<file path="src/rtl/flscan_pkg.sv">
package flscan_pkg;

    typedef enum logic [2:0] {
        OP_FLOOR = 3'd0,
        OP_CHIP  = 3'd1,
        OP_CMD   = 3'd2,
        OP_ADDR  = 3'd3,
        OP_READ  = 3'd4,
        OP_WAIT  = 3'd5
    } op_e;

    localparam logic [7:0] CMD_RESET  = 8'hFF;
    localparam logic [7:0] CMD_READID = 8'h90;
    localparam logic [7:0] MFR_A      = 8'h98;
    localparam logic [7:0] MFR_B      = 8'hEC;

endpackage

</file>
<file path="src/rtl/flscan_idtab.sv">
module flscan_idtab #(
    parameter int EXP_W = 5
) (
    input  logic [7:0]       mfr,
    input  logic [7:0]       dev,
    output logic             hit,
    output logic [EXP_W-1:0] exp_o
);
    import flscan_pkg::*;

    logic [EXP_W-1:0] exp_a, exp_b;
    logic             hit_a, hit_b;

    always_comb begin
        hit_a = 1'b1;
        exp_a = '0;
        case (dev)
            8'h64:   exp_a = EXP_W'(21);
            8'h6B:   exp_a = EXP_W'(22);
            8'h73:   exp_a = EXP_W'(24);
            8'h75:   exp_a = EXP_W'(25);
            8'hE5:   exp_a = EXP_W'(22);
            8'hE6:   exp_a = EXP_W'(23);
            8'hEA:   exp_a = EXP_W'(21);
            default: hit_a = 1'b0;
        endcase
    end

    always_comb begin
        hit_b = 1'b1;
        exp_b = '0;
        case (dev)
            8'h64:   exp_b = EXP_W'(21);
            8'h73:   exp_b = EXP_W'(24);
            8'h75:   exp_b = EXP_W'(25);
            8'hE3:   exp_b = EXP_W'(22);
            8'hE6:   exp_b = EXP_W'(23);
            8'hEA:   exp_b = EXP_W'(21);
            default: hit_b = 1'b0;
        endcase
    end

    always_comb begin
        hit   = 1'b0;
        exp_o = '0;
        if (mfr != 8'h00 && mfr != 8'hFF) begin
            if (mfr == MFR_A) begin
                hit   = hit_a;
                exp_o = exp_a;
            end else if (mfr == MFR_B) begin
                hit   = hit_b;
                exp_o = exp_b;
            end
        end
    end

endmodule

</file>
<file path="src/rtl/flscan_probe.sv">
module flscan_probe #(
    parameter int FW = 2,
    parameter int CW = 2
) (
    input  logic          clk,
    input  logic          rst_n,
    input  logic          launch,
    input  logic [FW-1:0] floor_idx,
    input  logic [CW-1:0] chip_idx,
    input  logic          op_done,
    input  logic [7:0]    op_rdata,
    output logic          op_valid,
    output logic [2:0]    op_code,
    output logic [7:0]    op_arg,
    output logic          done,
    output logic [7:0]    mfr,
    output logic [7:0]    dev
);
    import flscan_pkg::*;

    typedef enum logic [3:0] {
        P_IDLE, P_FLOOR, P_CHIP, P_RST, P_RDY,
        P_IDCMD, P_ADDR, P_RDMFR, P_RDDEV, P_DONE
    } pstate_e;

    pstate_e state, nxt;

    always_ff @(posedge clk or negedge rst_n) begin
        if (!rst_n) state <= P_IDLE;
        else        state <= nxt;
    end

    always_comb begin
        nxt = state;
        unique case (state)
            P_IDLE:  if (launch)  nxt = P_FLOOR;
            P_FLOOR: if (op_done) nxt = P_CHIP;
            P_CHIP:  if (op_done) nxt = P_RST;
            P_RST:   if (op_done) nxt = P_RDY;
            P_RDY:   if (op_done) nxt = P_IDCMD;
            P_IDCMD: if (op_done) nxt = P_ADDR;
            P_ADDR:  if (op_done) nxt = P_RDMFR;
            P_RDMFR: if (op_done) nxt = P_RDDEV;
            P_RDDEV: if (op_done) nxt = P_DONE;
            P_DONE:  nxt = P_IDLE;
            default: nxt = P_IDLE;
        endcase
    end

    always_comb begin
        op_valid = 1'b1;
        op_code  = OP_READ;
        op_arg   = 8'h00;
        done     = 1'b0;
        unique case (state)
            P_FLOOR: begin op_code = OP_FLOOR; op_arg = 8'(floor_idx); end
            P_CHIP:  begin op_code = OP_CHIP;  op_arg = 8'(chip_idx);  end
            P_RST:   begin op_code = OP_CMD;   op_arg = CMD_RESET;     end
            P_RDY:   op_code = OP_WAIT;
            P_IDCMD: begin op_code = OP_CMD;   op_arg = CMD_READID;    end
            P_ADDR:  op_code = OP_ADDR;
            P_RDMFR: op_code = OP_READ;
            P_RDDEV: op_code = OP_READ;
            P_DONE:  begin op_valid = 1'b0; done = 1'b1; end
            default: op_valid = 1'b0;
        endcase
    end

    always_ff @(posedge clk or negedge rst_n) begin
        if (!rst_n) begin
            mfr <= 8'h00;
            dev <= 8'h00;
        end else if (op_done) begin
            if (state == P_RDMFR) mfr <= op_rdata;
            if (state == P_RDDEV) dev <= op_rdata;
        end
    end

endmodule

</file>
<file path="src/rtl/flscan_map.sv">
module flscan_map #(
    parameter int MAXC  = 16,
    parameter int EW    = 4,
    parameter int CNT_W = 5
) (
    input  logic              clk,
    input  logic              rst_n,
    input  logic              clr,
    input  logic              push,
    input  logic [EW-1:0]     entry,
    output logic [CNT_W-1:0]  count,
    output logic [MAXC*EW-1:0] map_flat
);

    always_ff @(posedge clk or negedge rst_n) begin
        if (!rst_n)    count <= '0;
        else if (clr)  count <= '0;
        else if (push) count <= count + 1'b1;
    end

    for (genvar i = 0; i < MAXC; i++) begin : g_slot
        logic [EW-1:0] slot_q;
        always_ff @(posedge clk or negedge rst_n) begin
            if (!rst_n)                                  slot_q <= '0;
            else if (clr)                                slot_q <= '0;
            else if (push && count == CNT_W'(i))         slot_q <= entry;
        end
        assign map_flat[i*EW +: EW] = slot_q;
    end

endmodule

</file>
<file path="src/rtl/flscan_top.sv">
module flscan_top #(
    parameter int FLOORS = 4,
    parameter int CHIPS  = 4,
    parameter int EXP_W  = 5,
    parameter int TOT_W  = 40,
    localparam int FW    = (FLOORS > 1) ? $clog2(FLOORS) : 1,
    localparam int CW    = (CHIPS > 1) ? $clog2(CHIPS) : 1,
    localparam int EW    = FW + CW,
    localparam int MAXC  = FLOORS * CHIPS,
    localparam int CNT_W = $clog2(MAXC + 1)
) (
    input  logic                clk,
    input  logic                rst_n,
    input  logic                start,
    output logic                op_valid,
    output logic [2:0]          op_code,
    output logic [7:0]          op_arg,
    input  logic                op_done,
    input  logic [7:0]          op_rdata,
    output logic                scan_done,
    output logic                none_found,
    output logic [CNT_W-1:0]    chip_count,
    output logic [MAXC*EW-1:0]  chip_map,
    output logic [EXP_W-1:0]    size_exp,
    output logic [TOT_W-1:0]    total_size
);

    typedef enum logic [1:0] {S_IDLE, S_LAUNCH, S_WAIT, S_FINISH} sstate_e;

    sstate_e         state, nxt;
    logic [FW-1:0]   floor_q;
    logic [CW:0]     chip_q;
    logic            halted_q;
    logic [EXP_W-1:0] exp_q;
    logic            done_q;
    logic [TOT_W-1:0] total_q;

    logic            accept, probe_launch, probe_done, push;
    logic            floor_end, last_floor;
    logic [7:0]      p_mfr, p_dev;
    logic            id_hit;
    logic [EXP_W-1:0] id_exp;

    assign accept     = start && (state == S_IDLE || state == S_FINISH);
    assign floor_end  = (chip_q == (CW+1)'(CHIPS));
    assign last_floor = (floor_q == FW'(FLOORS - 1));

    always_ff @(posedge clk or negedge rst_n) begin
        if (!rst_n) state <= S_IDLE;
        else        state <= nxt;
    end

    always_comb begin
        nxt = state;
        unique case (state)
            S_IDLE:   if (start) nxt = S_LAUNCH;
            S_LAUNCH: begin
                if (halted_q)                     nxt = S_FINISH;
                else if (floor_end && last_floor) nxt = S_FINISH;
                else if (!floor_end)              nxt = S_WAIT;
            end
            S_WAIT:   if (probe_done) nxt = S_LAUNCH;
            S_FINISH: if (start) nxt = S_LAUNCH;
            default:  nxt = S_IDLE;
        endcase
    end

    assign probe_launch = (state == S_LAUNCH) && (nxt == S_WAIT);
    assign push         = (state == S_WAIT) && probe_done && id_hit;

    always_ff @(posedge clk or negedge rst_n) begin
        if (!rst_n) begin
            floor_q  <= '0;
            chip_q   <= '0;
            halted_q <= 1'b0;
            exp_q    <= '0;
            done_q   <= 1'b0;
            total_q  <= '0;
        end else if (accept) begin
            floor_q  <= '0;
            chip_q   <= '0;
            halted_q <= 1'b0;
            exp_q    <= '0;
            done_q   <= 1'b0;
            total_q  <= '0;
        end else begin
            if (state == S_LAUNCH && nxt == S_LAUNCH) begin
                floor_q <= floor_q + 1'b1;
                chip_q  <= '0;
            end
            if (state == S_WAIT && probe_done) begin
                if (id_hit) begin
                    chip_q <= chip_q + 1'b1;
                    exp_q  <= id_exp;
                end else begin
                    halted_q <= 1'b1;
                end
            end
            if (state == S_LAUNCH && nxt == S_FINISH) begin
                done_q  <= 1'b1;
                total_q <= TOT_W'(chip_count) << exp_q;
            end
        end
    end

    flscan_probe #(.FW(FW), .CW(CW)) u_probe (
        .clk       (clk),
        .rst_n     (rst_n),
        .launch    (probe_launch),
        .floor_idx (floor_q),
        .chip_idx  (chip_q[CW-1:0]),
        .op_done   (op_done),
        .op_rdata  (op_rdata),
        .op_valid  (op_valid),
        .op_code   (op_code),
        .op_arg    (op_arg),
        .done      (probe_done),
        .mfr       (p_mfr),
        .dev       (p_dev)
    );

    flscan_idtab #(.EXP_W(EXP_W)) u_idtab (
        .mfr   (p_mfr),
        .dev   (p_dev),
        .hit   (id_hit),
        .exp_o (id_exp)
    );

    flscan_map #(.MAXC(MAXC), .EW(EW), .CNT_W(CNT_W)) u_map (
        .clk      (clk),
        .rst_n    (rst_n),
        .clr      (accept),
        .push     (push),
        .entry    ({floor_q, chip_q[CW-1:0]}),
        .count    (chip_count),
        .map_flat (chip_map)
    );

    assign scan_done  = done_q;
    assign none_found = done_q && (chip_count == '0);
    assign size_exp   = exp_q;
    assign total_size = total_q;

endmodule

</file>
<file path="config.mk">
export PLATFORM = sky130hd
export DESIGN_NAME = flscan_top
export DESIGN_NICKNAME = d
export VERILOG_FILES = /design/src/rtl/flscan_pkg.sv /design/src/rtl/flscan_idtab.sv /design/src/rtl/flscan_probe.sv /design/src/rtl/flscan_map.sv /design/src/rtl/flscan_top.sv
export SDC_FILE = /design/constraint.sdc
export NUM_CORES = 1
export LEC_CHECK = 0
export ABC_AREA = 1
export CAP_MARGIN = 20
export CORE_MARGIN = 3
export CORE_UTILIZATION = 45
export DETAILED_ROUTE_END_ITERATION = 7
export DONT_BUFFER_PORTS = 1
export GPL_TIMING_DRIVEN = 0
export PLACE_DENSITY = 0.71
export SLEW_MARGIN = 10
export SYNTH_ARGS = -nofsm -noshare
export SYNTH_HDL_FRONTEND = slang
export SYNTH_SLANG_ARGS = --single-unit
</file>
<file path="constraint.sdc">
create_clock -name clk -period 5.4 [get_ports clk]
set_input_delay 0.27 -clock clk [delete_from_list [all_inputs] [get_ports clk]]
set_output_delay 0.27 -clock clk [all_outputs]
set_load 0.05 [all_outputs]
</file>
=== Word level (Yosys, flattened, before mapping) ===
Cells that the tools add are included.

* $add $sub $neg: 3
* Equality and inequality tests: 53
* Shifts and indexed selects: 1
* Mux-type cells: 80
* Reductions and logical operators: 63

{| class="wikitable"
|+ Operators with widths
! cell !! count
|-
| $mux 4 || 41
|-
| $mux 40 || 2
|-
| $pmux 5 s5 || 2
|-
| $eq 8x8->1 const B || 6
|-
| $reduce_bool 2->1 || 21
|-
| $eq 5x4->1 const B || 8
|-
| $mux 5 || 8
|-
| $shl 5x5->40 || 1
|-
| $pmux 4 s9 || 1
|-
| $eq 8x7->1 const B || 4
|-
| $pmux 8 s4 || 1
|-
| $logic_and 1x1->1 || 25
|-
| $eq 5x3->1 const B || 4
|-
| $ne 2x2->1 const B || 10
|-
| $eq 4x3->1 const B || 4
|-
| $pmux 3 s5 || 1
|-
| $mux 2 || 7
|-
| $mux 1 || 12
|-
| $mux 3 || 4
|-
| $eq 2x2->1 const B || 5
|-
| $eq 5x2->1 const B || 2
|-
| $reduce_and 9->1 || 1
|-
| $eq 4x2->1 const B || 2
|-
| $eq 4x4->1 const B || 2
|-
| 19 further kinds || 26
|}

* Register bits after elaboration: 143
* Input port bits: 12
* Output and inout port bits: 128
* Word-level logic and storage cells: 227

=== Logic depth before layout (Yosys ltp) ===
Gate-level depths: netlist of the first run.

* Word-level depth: 11
* Gate-level depth with buffers: 15
* Gate-level depth less buffers: 14

=== Modules after synthesis ===
From an unflattened synthesis of the first run, not the netlist that was laid out.

* Cell total of the unflattened synthesis: 886
* Area, all modules: 7151.9 sq um

{| class="wikitable"
|+ By module, submodules not included
! module !! times used !! cells an instance !! area each (sq um)
|-
| flscan_map || 1 || 355 || 3061.7
|-
| flscan_top || 1 || 331 || 2647.5
|-
| flscan_probe || 1 || 133 || 1132.3
|-
| flscan_idtab || 1 || 67 || 310.3
|}

=== Worst setup path after synthesis of the first run ===
OpenSTA, ideal clock, no wires.

* Path kind: register to output
* Start: register u_probe.state[3]
* End: output port op_arg[7]
* Data arrival time: 2314 ps
* Data required time: 5130 ps
* Path slack: 2816 ps
* Stages on the path, launching flop included: 7
* Path buffers: 1
* Path through: dfrtp_1 > nor2_1 > inv_1 > nor2_1 > inv_1 > nand2_1 > buf_4

* Word-level cells in the longest chain between the ends: 2
* Elaborated cells on any way between the ends: 5
* Those cells by class: 4 x eq/ne; 1 x mux

{| class="wikitable"
|+ Ends and longest elaborated chain
! what !! RTL line !! text
|-
| start: declaration || flscan_probe.sv:26 || <nowiki>pstate_e state, nxt;</nowiki>
|-
| start signal: assignment || flscan_probe.sv:30 || <nowiki>else state <= nxt;</nowiki>
|-
| $eq 4x3->1, or another cell as far along || flscan_probe.sv:55 || <nowiki>unique case (state)</nowiki>
|-
| $pmux 8 s4 (*) || flscan_probe.sv:55 ||
|-
| end: declaration || flscan_top.sv:17 || <nowiki>output logic [7:0] op_arg,</nowiki>
|}

Every way passes the cells marked *; elsewhere a longest branch is shown, timed or not.

=== Worst setup path after layout of the first run ===
Ends and elaborated chain as after synthesis.

==> flow_summary.ini, run 1 <==
[synth]
synth_edf_count = 0
synthFlopType = dfrtp_1
yosysTopAreaCell = dfrtp_1
yosys_warnings = 0
async_reset_ff_share_pct = 100.0
syn_area_um2 = 6728
syn_area_per_cell_um2 = 7.706
yosysUniqueCellTypes = 33
ys_ff_latch = 139
synth_area_leaders = dfrtp_1, nand2_1, nand3_1
netlist_top_cells_count = nand2_1, dfrtp_1, nand3_1, nor2_1, inv_1
ys_seq_area_share_pct = 51.70
synth_top_area_share_pct = 51.70
synth_most_common_cell = nand2_1
syn_inst = 873

[sta]
hold_violations = 0
skew_ns = 0.009099
setup-violations-final = 0
setup_tns_ns = 0
min_period_over_period_pct = 58.55
min_period_ns = 3.162
hold_slack_ns = 0.02126
setup_ws_ns = 2.238
clock.fmax_mhz = 316.3
report.final.slew_viol_count = 0
rsz0062_at_grt = false
relSlewSlack_pct = 25.95
worstMarginPinSlew_ns = 1.106

[power]
p_leak_nw = 3.750
powerDensity_nw_per_um2 = 280.3
vdd_ir_drop_max_mv = 0.1913

[finish]
design_area_um2 = 7518
syn_to_final_growth_pct = 11.75
fin_cells = 1090
nets = 919
n_fill_cell = 1398
final_layout_size_suffix_gt1_share_pct = 7.395
n_antenna_cell = 0

[cts]
root_buffer = clkbuf_16
post_cts_buffers = 0
insertion_delay_ns = 0.42
clk_path_buf_depth = 2
clk_pin_slew_ns = 0.06
cts_sinks = 139
h-tree-depth = 4
tritoncts = yes
cts_buffers = 17

[global_routing]
grt_max_degree = 140
grt_pass1_wl_um = 27140
grtUsageTotal_pct = 20.87
antenna_found_initial = 0
grt_overflow = 0
grt_pass1_vias = 5272

[run]
cap_violations = 0

[route]
wl_per_cell_um = 15.27
wl_met1_um = 7415
wl_um = 16640
drc_errors = 0
viasPerCell = 5.073
firstDrtPassIters = 5
highest_layer = met4
vias = 5530
drtIter0Drc = 447
met3_wirelength_um = 1324
ant_nets = 0
route.met2.wl_um = 7787

[worst_setup_path]
worstSetupEndpointType = primary output
crit_path_start = u_probe.state[3]
cp_data_required_time_ns = 5.13
cp_cell_sequence = nor2_1 -> inv_1 -> nor2_1 -> inv_1 -> nand2_1 -> buf_4
worst_setup_path_start_kind = register
worst_path_max_delay_cell = nor2_1
critPathTopFamily = simple AND/OR/NAND/NOR gates
cp.arrival_ns = 2.89
crit_path_max_fanout = 5
rr_startpoint = state[0]
critPathBufInv = 3
path_class = reg -> out
critPathMaxStageDelay_ns = 0.82

[placement]
dp_hpwl_um = 11900
placed_cell_area_um2 = 6969
io_buffers = 0
dp.cells = 1060
gp_congestion = 0.8444
dp_slack_ns = 2.594

[floorplan]
die_w_um = 128.3
pin_count = 140
row_count = 44
die_area_um2 = 16450
design.core.area_um2 = 14590
die_y_um = 128.3
start_util_pct = 46.11

[min_path]
hp-start = op_rdata[6]
hold_path.class = in -> reg

[status]
status = complete, no violations
[report_power, final]
part	leakage (nW)	switching, mW	internal (mW)
registers	1.52	0	1.04
clock network	0.250	0.415	0.617
logic	1.98	0.0278	0.00518
total	3.75	0.443	1.66
[stage by stage]
stage          utilization, %  power, mW
2_1_floorplan               -      1.071
3_3_place_gp            47.77      1.071
3_5_place_dp            47.77      1.071
4_1_cts                 51.54      2.132
5_1_grt                 51.54      2.176
6_report                51.54      2.107
[logic make-up after synthesis]
| family | synth area share, % |
|---|---|
| DFF | 51.70 |
| buffers and inverters | 7.309 |
| other | 0.05574 |
| AOI/OAI and AO/OA | 5.598 |
| and+or+nand+nor | 33.22 |
| xor gates and xnor gates | 0.2604 |
| adders and majority gates | 1.860 |
[worst register-to-register path, delay by kind of cell, from the launching register on]
family / cells / cell delay (ns)
AND/OR/NAND/NOR: 4 / 1.11
flip-flops: 1 / 0.37
adder cells (fa/ha/maj): 1 / 0.33
buffers and inverters: 4 / 0.97
[per-layer routing]
layer | vias to the layer above | global-route usage, %
met2 | 158 | 32.09
met4 | 0 | 4.806
met5 | - | 0
met1 | 2576 | 28.61
li1 | 2787 | -
met3 | 9 | 7.208
[final timing paths]
| path | to | slack [ns] | depth (start not counted) |
|---|---|---|---|
| hold reg to reg | u_probe.mfr[5] | 0.48 | 2 |
| setup / recovery | op_arg[7] | 2.24 | 6 |
| hold / removal | u_probe.mfr[6] | 0.02 | 2 |
| setup reg to reg | u_map.g_slot[2].slot_q[2] | 2.56 | 9 |
| max in group asynchronous | u_map.g_slot[12].slot_q[1] | 4.31 | 2 |
| min in group asynchronous | total_size[14] | 0.46 | 2 |
[placed cells by master (no fill, tap or decap), types with 3 or more instances in the layout]
| cell type | n |
|---|---|
| buf_6 | 7 |
| o21ai_0 | 42 |
| inv_1 | 60 |
| nand3_1 | 78 |
| buf_4 | 10 |
| clkbuf_1 | 18 |
| clkinv_2 | 5 |
| nor2_2 | 3 |
| nand2_1 | 381 |
| o21ai_1 | 18 |
| clkbuf_16 | 17 |
| conb_1 | 4 |
| nor2_1 | 63 |
| nor3_1 | 5 |
| buf_2 | 3 |
| ha_1 | 10 |
| nand2_2 | 5 |
| a21oi_1 | 6 |
| inv_2 | 4 |
| dfrtp_1 | 139 |
[registers in the layout, summed over array words and instances (netlist names), 2 cells and up]
register,cells
chip_q,3
floor_q,2
size_exp,5
state,2
total_size,36
u_map.count,5
u_map.g_slot.slot_q,64
u_probe.dev,8
u_probe.mfr,8
u_probe.state,4
[area by class of cell]
cell class	count	area [um^2]	area share (%)
inverter	66	247.7	3.295
clock buffer	19	432.9	5.758
multi-input combinational	634	2769	36.83
clock inverter	9	78.83	1.048
sequential	139	3478	46.26
buffer	37	244.0	3.245
timing repair buffer	2	37.54	0.4993
tap	184	230.2	3.062
[repair_timing]
action | CTS | global route
hold buffers | 2 | 0
endpoints found under the setup margin | 0 | 0
hold endpoints to repair | 139 | 0
resized for setup | 0 | 0
Power figures use the tool's default switching activity.
==> inputs of run 2 (changes only) <==
--- a/config.mk
+++ b/config.mk
@@ -12,7 +12,7 @@
 export DETAILED_ROUTE_END_ITERATION = 7
 export DONT_BUFFER_PORTS = 1
 export GPL_TIMING_DRIVEN = 0
-export PLACE_DENSITY = 0.71
+export PLACE_DENSITY = 0.73
 export SLEW_MARGIN = 10
 export SYNTH_ARGS = -nofsm -noshare
 export SYNTH_HDL_FRONTEND = slang
==> constraint.sdc (replaced) <==
create_clock -name clk -period 2.9 [get_ports clk]
set_input_delay 0.145 -clock clk [delete_from_list [all_inputs] [get_ports clk]]
set_output_delay 0.145 -clock clk [all_outputs]
set_load 0.05 [all_outputs]
==> flow_summary.ini, run 2 (same netlist as run 1, synthesis figures left out) <==
[status]
status = finished with violations
violations = negative hold slack

[finish]
nets = 928
largest_reg_flops = 64
multi_input_area_um2 = 2781
register_area_um2 = 3478
largest-register = u_map.g_slot.slot_q
n_fill_cell = 1358
fin_util_pct = 52.32
final_layout_size_suffix_gt1_share_pct = 8.079
syn_to_final_growth_pct = 13.45
n_antenna_cell = 0
mostFrequentLayoutCell = nand2_1
mostFrequentLayoutCells = nand2_1, dfrtp_1, nand3_1

[sta]
worstMarginPinSlew_ns = 1.056
rsz0062_at_grt = false
clock.fmax_mhz = 378.2
setup_ws_ns = 0.2558
setup_tns_ns = 0
relSlewSlack_pct = 29.26
report.final.slew_viol_count = 0
hold_violations = 139
min_period_over_period_pct = 91.18
setup-violations-final = 0
skew_ns = 0.008438
hold_slack_ns = -0.5859
min_period_ns = 2.644

[floorplan]
die_w_um = 128.3
start_util_pct = 46.11
design.core.area_um2 = 14590
die_area_um2 = 16450
die_y_um = 128.3
row_count = 44
pin_count = 140

[cts]
root_buffer = clkbuf_16
cts_hold_buf = 9
clk_pin_slew_ns = 0.06
tritoncts = yes
cts_buffers = 17
insertion_delay_ns = 0.43
h-tree-depth = 4
clk_path_buf_depth = 2
cts_sinks = 139
post_cts_buffers = 0

[power]
vdd_ir_drop_max_mv = 0.4153
p_leak_nw = 3.803
powerDensity_nw_per_um2 = 523.1

[route]
wl_per_cell_um = 15.41
viasPerCell = 5.063
drc_errors = 0
vias = 5569
firstDrtPassIters = 5
wl_um = 16960
ant_nets = 0
drtIter0Drc = 367

[global_routing]
grt_pass1_wl_um = 27510
grt_overflow = 0
grt_max_degree = 140
grt_pass1_vias = 5286
antenna_found_initial = 0
grtUsageTotal_pct = 21.36

[worst_setup_path]
worst_setup_path_start_kind = register
endpoint = u_map.g_slot[2].slot_q[2]
r2r-end = u_map.g_slot[2].slot_q[2]
r2r_setup_slack_ns = 0.26
crit_path_max_fanout = 10
crit_path_start = state[0]
cp_data_required_time_ns = 3.26
cp.arrival_ns = 3.01
path_class = reg -> reg
rr_worst_depth = 9
rr_startpoint = state[0]
worstSetupEndpointType = register

[placement]
dp_hpwl_um = 12090
io_buffers = 0
gp_congestion = 0.8752
dp_slack_ns = 0.1089

[min_path]
hold_path.class = in -> async

[run]
cap_violations = 0
[run 2: routing by layer]
metal	part of all wire [%]	track usage [%]	routed length, um
met5	0	0	0
met2	47	32.79	7902
met1	42	26.95	7163
met3	8.9	8.667	1503
met4	2.3	8.489	386
[run 2: where the power goes]
part           internal (mW)  total, mW  switching [mW]
Sequential              1.94       1.94               0
Clock                   1.23       2.02           0.795
Combinational         0.0128     0.0297          0.0169
Total                   3.18       3.99           0.812
[run 2: worst min-delay path by stage]
stage / startpoint / slack (ns) / end
3_5_place_dp: rst_n / -0.15 / total_size[0]
2_1_floorplan: rst_n / -0.15 / chip_q[0]
6_report: rst_n / -0.59 / total_size[0]
5_1_grt: rst_n / -0.61 / total_size[0]
4_1_cts: rst_n / -0.60 / total_size[0]
3_3_place_gp: rst_n / -0.14 / total_size[1]
[run 2: critical path, stage by stage, from the launching register on]
cell	delay, ns
dfrtp_1	0.36
inv_1	0.06
ha_1	0.32
nand2_1	0.26
inv_1	0.15
buf_2	0.23
nor2_2	0.40
clkbuf_1	0.53
nand3_1	0.17
nand2_1	0.10
[run 2: cell type report]
cell class | instances | share of cell area (%)
flip-flops and latches | 139 | 45.57
multi-input cells | 634 | 36.44
clock buffers | 22 | 6.213
inverters | 66 | 3.246
plain buffers | 37 | 3.230
well taps | 184 | 3.016
repair buffers | 11 | 1.377
clock inverters | 7 | 0.9016
[run 2: repair_timing]
item | 4_1_cts | 5_1_grt
cloned | 0 | 0
pin swaps | 0 | 0
endpoints found under the setup margin | 1 | 23
gates resized for setup | 1 | 7
endpoints found under the hold margin | 156 | 139
[run 2: through the flow]
stage	area [um^2]	total power [mW]	std cells
final	7632	3.992	1100
after global routing	7632	4.106	1100
after CTS	7620	4.025	1100
after detailed placement	6984	1.995	1062
after global placement	6969	1.995	1060
after floorplan	6739	1.994	876
